**src/rtl/rtc_upd_pkg.sv**
```systemverilog
package rtc_upd_pkg;

  typedef enum logic [1:0] {
    ST_IDLE = 2'd0,
    ST_LEAD = 2'd1,
    ST_UPD  = 2'd2
  } upd_state_e;

  localparam logic [1:0] SEL_UPD  = 2'd0;
  localparam logic [1:0] SEL_CTL  = 2'd1;
  localparam logic [1:0] SEL_FLG  = 2'd2;
  localparam logic [1:0] SEL_VAL  = 2'd3;

  localparam int NUM_SRC   = 3;
  localparam int CTL_FRZ   = 7;
  localparam int EN_LSB    = 4;
  localparam logic [7:0] VALID_BYTE = 8'h80;

endpackage

```
**src/rtl/rtc_rst_sync.sv**
```systemverilog
module rtc_rst_sync (
  input  logic clk,
  input  logic rst_n,
  output logic rst_n_sync
);
  logic [1:0] sync_q;

  always_ff @(posedge clk or negedge rst_n) begin
    if (!rst_n) sync_q <= 2'b00;
    else        sync_q <= {sync_q[0], 1'b1};
  end

  assign rst_n_sync = sync_q[1];
endmodule

```
**src/rtl/rtc_upd_seq.sv**
```systemverilog
module rtc_upd_seq
  import rtc_upd_pkg::*;
#(
  parameter int LEAD_TICKS = 8,
  parameter int UPD_TICKS  = 65
) (
  input  logic clk,
  input  logic rst_n,
  input  logic ref_en,
  input  logic sec_tick,
  input  logic freeze,
  output logic uip,
  output logic upd_done,
  output logic uf_evt
);
  localparam int MAX_T = (LEAD_TICKS > UPD_TICKS) ? LEAD_TICKS : UPD_TICKS;
  localparam int CNT_W = (MAX_T > 1) ? $clog2(MAX_T) : 1;
  localparam logic [CNT_W-1:0] LEAD_LAST = CNT_W'(LEAD_TICKS - 1);
  localparam logic [CNT_W-1:0] UPD_LAST  = CNT_W'(UPD_TICKS - 1);

  upd_state_e       state_q, state_d;
  logic [CNT_W-1:0] cnt_q, cnt_d;
  logic             done_q, done_d;

  always_comb begin
    state_d = state_q;
    cnt_d   = cnt_q;
    done_d  = 1'b0;
    unique case (state_q)
      ST_IDLE: begin
        if (sec_tick && !freeze) begin
          state_d = ST_LEAD;
          cnt_d   = '0;
        end
      end
      ST_LEAD: begin
        if (freeze) begin
          state_d = ST_IDLE;
          cnt_d   = '0;
        end else if (ref_en) begin
          if (cnt_q == LEAD_LAST) begin
            state_d = ST_UPD;
            cnt_d   = '0;
          end else begin
            cnt_d = cnt_q + 1'b1;
          end
        end
      end
      ST_UPD: begin
        if (freeze) begin
          state_d = ST_IDLE;
          cnt_d   = '0;
        end else if (ref_en) begin
          if (cnt_q == UPD_LAST) begin
            state_d = ST_IDLE;
            cnt_d   = '0;
            done_d  = 1'b1;
          end else begin
            cnt_d = cnt_q + 1'b1;
          end
        end
      end
      default: begin
        state_d = ST_IDLE;
        cnt_d   = '0;
      end
    endcase
  end

  always_ff @(posedge clk or negedge rst_n) begin
    if (!rst_n) begin
      state_q <= ST_IDLE;
      cnt_q   <= '0;
      done_q  <= 1'b0;
    end else begin
      state_q <= state_d;
      cnt_q   <= cnt_d;
      done_q  <= done_d;
    end
  end

  assign uip      = (state_q != ST_IDLE);
  assign upd_done = done_q;
  assign uf_evt   = done_d;
endmodule

```
**src/rtl/rtc_irq_flags.sv**
```systemverilog
module rtc_irq_flags
  import rtc_upd_pkg::*;
(
  input  logic               clk,
  input  logic               rst_n,
  input  logic [NUM_SRC-1:0] evt,
  input  logic [NUM_SRC-1:0] en,
  input  logic               clr,
  output logic [NUM_SRC-1:0] flags,
  output logic               irqf
);
  logic [NUM_SRC-1:0] flag_q, flag_d;

  for (genvar i = 0; i < NUM_SRC; i++) begin : g_src
    always_comb flag_d[i] = evt[i] | (flag_q[i] & ~clr);
  end

  always_ff @(posedge clk or negedge rst_n) begin
    if (!rst_n) flag_q <= '0;
    else        flag_q <= flag_d;
  end

  assign flags = flag_q;
  assign irqf  = |(flag_q & en);
endmodule

```
**src/rtl/rtc_ctl_regs.sv**
```systemverilog
module rtc_ctl_regs
  import rtc_upd_pkg::*;
(
  input  logic               clk,
  input  logic               rst_n,
  input  logic [1:0]         reg_sel,
  input  logic               reg_wr,
  input  logic [7:0]         reg_wdata,
  input  logic               uip,
  input  logic [NUM_SRC-1:0] flags,
  input  logic               irqf,
  output logic               freeze,
  output logic [NUM_SRC-1:0] en,
  output logic [7:0]         reg_rdata
);
  logic [7:0] ctl_q, ctl_d;
  logic       ctl_we;

  assign ctl_we = reg_wr && (reg_sel == SEL_CTL);

  always_comb begin
    ctl_d = ctl_q;
    if (ctl_we) ctl_d = reg_wdata;
  end

  always_ff @(posedge clk or negedge rst_n) begin
    if (!rst_n) ctl_q <= 8'h00;
    else        ctl_q <= ctl_d;
  end

  assign freeze = ctl_q[CTL_FRZ];
  assign en     = ctl_q[EN_LSB +: NUM_SRC];

  always_comb begin
    reg_rdata = 8'h00;
    unique case (reg_sel)
      SEL_UPD: reg_rdata = {uip, 7'd0};
      SEL_CTL: reg_rdata = ctl_q;
      SEL_FLG: reg_rdata = {irqf, flags, 4'd0};
      SEL_VAL: reg_rdata = VALID_BYTE;
      default: reg_rdata = 8'h00;
    endcase
  end
endmodule

```
**src/rtl/rtc_update_irq.sv**
```systemverilog
module rtc_update_irq
  import rtc_upd_pkg::*;
#(
  parameter int LEAD_TICKS = 8,
  parameter int UPD_TICKS  = 65
) (
  input  logic       clk,
  input  logic       rst_n,
  input  logic       ref_en,
  input  logic       sec_tick,
  input  logic       periodic_evt,
  input  logic       alarm_evt,
  input  logic [1:0] reg_sel,
  input  logic       reg_wr,
  input  logic       reg_rd,
  input  logic [7:0] reg_wdata,
  output logic [7:0] reg_rdata,
  output logic       uip,
  output logic       upd_done,
  output logic       irq_n
);
  logic               rst_n_s;
  logic               freeze;
  logic               uf_evt;
  logic               irqf;
  logic               flg_clr;
  logic [NUM_SRC-1:0] en_vec;
  logic [NUM_SRC-1:0] flag_vec;
  logic [NUM_SRC-1:0] evt_vec;

  rtc_rst_sync u_rst (
    .clk        (clk),
    .rst_n      (rst_n),
    .rst_n_sync (rst_n_s)
  );

  rtc_upd_seq #(
    .LEAD_TICKS (LEAD_TICKS),
    .UPD_TICKS  (UPD_TICKS)
  ) u_seq (
    .clk      (clk),
    .rst_n    (rst_n_s),
    .ref_en   (ref_en),
    .sec_tick (sec_tick),
    .freeze   (freeze),
    .uip      (uip),
    .upd_done (upd_done),
    .uf_evt   (uf_evt)
  );

  assign evt_vec = {periodic_evt, alarm_evt, uf_evt};
  assign flg_clr = reg_rd && (reg_sel == SEL_FLG);

  rtc_irq_flags u_flags (
    .clk   (clk),
    .rst_n (rst_n_s),
    .evt   (evt_vec),
    .en    (en_vec),
    .clr   (flg_clr),
    .flags (flag_vec),
    .irqf  (irqf)
  );

  rtc_ctl_regs u_ctl (
    .clk       (clk),
    .rst_n     (rst_n_s),
    .reg_sel   (reg_sel),
    .reg_wr    (reg_wr),
    .reg_wdata (reg_wdata),
    .uip       (uip),
    .flags     (flag_vec),
    .irqf      (irqf),
    .freeze    (freeze),
    .en        (en_vec),
    .reg_rdata (reg_rdata)
  );

  assign irq_n = ~irqf;
endmodule

```
**config.mk**
```make
export PLATFORM = sky130hd
export DESIGN_NAME = rtc_update_irq
export DESIGN_NICKNAME = d
export VERILOG_FILES = /design/src/rtl/rtc_upd_pkg.sv /design/src/rtl/rtc_rst_sync.sv /design/src/rtl/rtc_upd_seq.sv /design/src/rtl/rtc_irq_flags.sv /design/src/rtl/rtc_ctl_regs.sv /design/src/rtl/rtc_update_irq.sv
export SDC_FILE = /design/constraint.sdc
export NUM_CORES = 1
export LEC_CHECK = 0
export BUFFER_PORTS_ARGS = -buffer_cell sky130_fd_sc_hd__clkbuf_2
export CAP_MARGIN = 20
export CORE_UTILIZATION = 38
export DETAILED_ROUTE_END_ITERATION = 10
export GPL_TIMING_DRIVEN = 1
export PLACE_DENSITY_LB_ADDON = 0.05
export SYNTH_ARGS = -nofsm -noshare
export SYNTH_HDL_FRONTEND = slang
export SYNTH_SLANG_ARGS = --single-unit
```
**constraint.sdc**
```tcl
create_clock -name clk -period 1.3 [get_ports clk]
set_input_delay 0.065 -clock clk [delete_from_list [all_inputs] [get_ports clk]]
set_output_delay 0.065 -clock clk [all_outputs]
set_load 0.02 [all_outputs]
```
==> qor.txt <==
Status: finished, violations left
Failing checks: setup timing
Root buffer cell: clkbuf_4
Yosys reg bits: 23
RSZ-0062 raised after global routing: yes
Design area: 0.00201 sq mm
Yosys cell types: 35
Final setup fails: 13
# rows: 20
Max clock buf depth: 2
# IOs: 29
Setup_tns: -5.01 ns
Sequential element share of the synthesized area: 45.5%
Worst r2r dst: u_seq.state_q[0]$_DFFE_PN0P_
Layout cells sized above 1: 48.7%
DR vias/cell: 5.00
Worst min path class: input port to async pin
Overall routing resource usage: 19.2%
Placeable core area: 0.00310 sq mm
DP Wirelength: 2.37 mm
CP endpoint kind: register
Die Wd: 59.7 um
Nets: 222
Grt ovf: 0
Worst-Skew Late Latency: 0.31 ns
RR Startpoint: u_seq.cnt_q[4]$_DFFE_PN0P_
Synth warnings: 0
Crit path max fanout: 5
Critical path arrival: 2.06 ns
Largest net degree at the start of global routing: 14
WP data required: 1.52 ns
RD Place Congestion: 0.811
Max-slew violations: 0
Syn_nets: 149
Post-Syn Instances: 125
Post-route DRC violation count: 0
Critical path class: register to register
Fill cells: 274
Final WL: 3.18 mm
Maximum VDD drop: 0.569 mV
PwrDens: 1330 mW/mm^2
Avg Synthesized Cell Area: 10.1 sq um
First-pass GRT wire length: 5.11 mm
Critical path destination: u_seq.state_q[0]$_DFFE_PN0P_
Max-Cap Viols: 0
CTS sink count: 23
Startpoint types: register
Leakage: 0.913 nW
Final hold viol count: 0
Htree depth: 1
Antenna fix cells: 0
Total CTS buffers: 3
Count of input and output buffers: 28
Dpl cell area: 0.00169 sq mm
Vias in the first global route: 1,161
Period minus WS final: 1.84 ns
Post-Route Skew: 0.00397 ns
Vias: 1,204
Min setup slack post-route: -0.540 ns
Die area: 0.00357 sq mm
Drt wl/cell: 13.2 um
Initial DRC Count: 38
Drt pass-1 iters: 4
Die H: 59.7 um
Worst r2r path cells: 4
Period utilisation layout: 142%
Clock-pin slew on the worst setup and hold paths: 0.13 ns
Area growth syn-to-layout: 59.0%
Post-route ant nets: 0
Initial antenna violation count: 0
CP Launch Point: u_seq.cnt_q[4]$_DFFE_PN0P_
Initial Util: 40.8%
Mapped Area: 0.00127 sq mm
Reg2Reg Setup Slack: -0.54 ns
Peak Freq: 0.544 GHz
CTS tree: done
==> Yosys cell counts <==
library cell | n | area (sq um)
a211oi_1 | 1 | 7.51
a21o_1 | 3 | 22.5
a21oi_1 | 2 | 10.0
a222oi_1 | 1 | 10.0
a22o_1 | 4 | 35.0
a22oi_1 | 1 | 7.51
and2_1 | 4 | 25.0
and3_1 | 1 | 6.26
buf_6 | 1 | 11.3
clkbuf_1 | 4 | 15.0
conb_1 | 1 | 3.75
dfrtp_1 | 23 | 576
ha_1 | 6 | 75.1
inv_1 | 7 | 26.3
mux2_2 | 8 | 90.1
nand2_1 | 16 | 60.1
nand2b_1 | 1 | 6.26
nand3_1 | 3 | 15.0
nand3b_1 | 1 | 7.51
nor2_1 | 7 | 26.3
nor2b_1 | 3 | 18.8
nor3_1 | 2 | 10.0
nor4_1 | 1 | 6.26
o2111ai_1 | 6 | 52.6
o211ai_1 | 4 | 30.0
o21ai_0 | 3 | 15.0
o21ai_2 | 1 | 8.76
o22ai_1 | 1 | 6.26
o311ai_0 | 1 | 8.76
o31a_1 | 3 | 26.3
o32ai_2 | 1 | 16.3
or2_2 | 1 | 6.26
or3_1 | 1 | 6.26
or3_4 | 1 | 11.3
or4_1 | 1 | 7.51
==> cell type report <==
type                       instances  area, sq um  area share [%]
clock buffer                       3         22.5            1.12
multi-input combinational         90          766            38.0
inverter                           7         28.8            1.43
clock inverter                     1         5.00           0.249
timing repair buffer              73          559            27.8
tap                               44         55.1            2.73
sequential                        23          577            28.7
==> worst max-delay path: stages, from the launching register on <==
cell	delay, ns
dfrtp_1	0.42
or3_4	0.40
o31a_1	0.34
or4_4	0.52
o311ai_4	0.08
==> worst min path at each step <==
stage | from | end | slack (ns) | cells past startpoint
2_1_floorplan | rst_n | u_rst.sync_q[0]$_DFF_PN0_ | -0.23 | 0
3_3_place_gp | rst_n | u_rst.sync_q[1]$_DFF_PN0_ | -0.15 | 1
3_5_place_dp | rst_n | u_rst.sync_q[1]$_DFF_PN0_ | -0.15 | 1
4_1_cts | reg_wdata[5] | u_ctl.ctl_q[5]$_DFFE_PN0P_ | 0.003 | 2
5_1_grt | rst_n | u_rst.sync_q[1]$_DFF_PN0_ | 0.03 | 2
6_report | rst_n | u_rst.sync_q[0]$_DFF_PN0_ | 0.04 | 2
==> per-stage QoR <==
step	util [%]	power, mW	hold slack [ns]	cells	setup slack, ns
floorplan	-	1.51	-0.231	125	-0.587
global placement	54.5	1.93	-0.150	221	-0.498
detailed placement	54.5	1.97	-0.148	221	-0.583
CTS	61.7	2.49	0.00313	237	-0.562
global route	64.9	2.86	0.0289	241	-0.589
finish	64.9	2.68	0.0447	241	-0.540
==> state kept, by name (all words and copies together) (netlist names) <==
name            count
u_seq.upd_done      1
u_seq.state_q       2
u_flags.flags       3
u_seq.cnt_q         7
u_ctl.ctl_q         8
u_rst.sync_q        2
==> logic make-up (layout without fill, tap and decap cells) <==
family	Yosys count	count (layout)	share of synthesized area, %
other	1	1	0.296
buffers and inverters	12	84	4.15
and+or+nand+nor	43	43	16.8
DFF	23	23	45.5
muxes	8	8	7.11
adders and majority gates	6	6	5.93
AOI/OAI and AO/OA	32	32	20.3
==> placed cells by master, fill, tap and decap left out, drive strengths merged, types with 4 or more instances in the layout <==
cell type	instances
dfrtp	23
nor2	7
dlygate4sd3	11
a22o	4
o21ai	4
nand2	16
o211ai	4
clkbuf	28
buf	37
mux2	8
inv	7
and2	4
o2111ai	6
ha	6
==> routing by layer <==
layer,wire (um),global-route usage [%],up-vias,share of wire [%]
met4,17,5.98,0,0.54
met5,0,0,-,0
li1,-,-,594,-
met3,80,1.95,2,2.5
met2,1630,33.0,20,51
met1,1450,25.3,588,46
==> what timing repair did <==
| action | CTS | global route |
|---|---|---|
| resized for setup | 18 | 17 |
| hold buffers | 10 | 1 |
| endpoints found under the hold margin | 11 | 1 |
| setup buffers | 3 | 3 |
| pin swaps | 9 | 5 |
| setup endpoints to repair | 14 | 14 |
==> power by group <==
group	total, mW	switching, mW	leakage [nW]	internal [mW]
combinational	1.47	0.695	0.609	0.773
clock	0.332	0.217	0.0177	0.115
sequential	0.882	0.0730	0.287	0.809
Power figures use the tool's default switching activity.
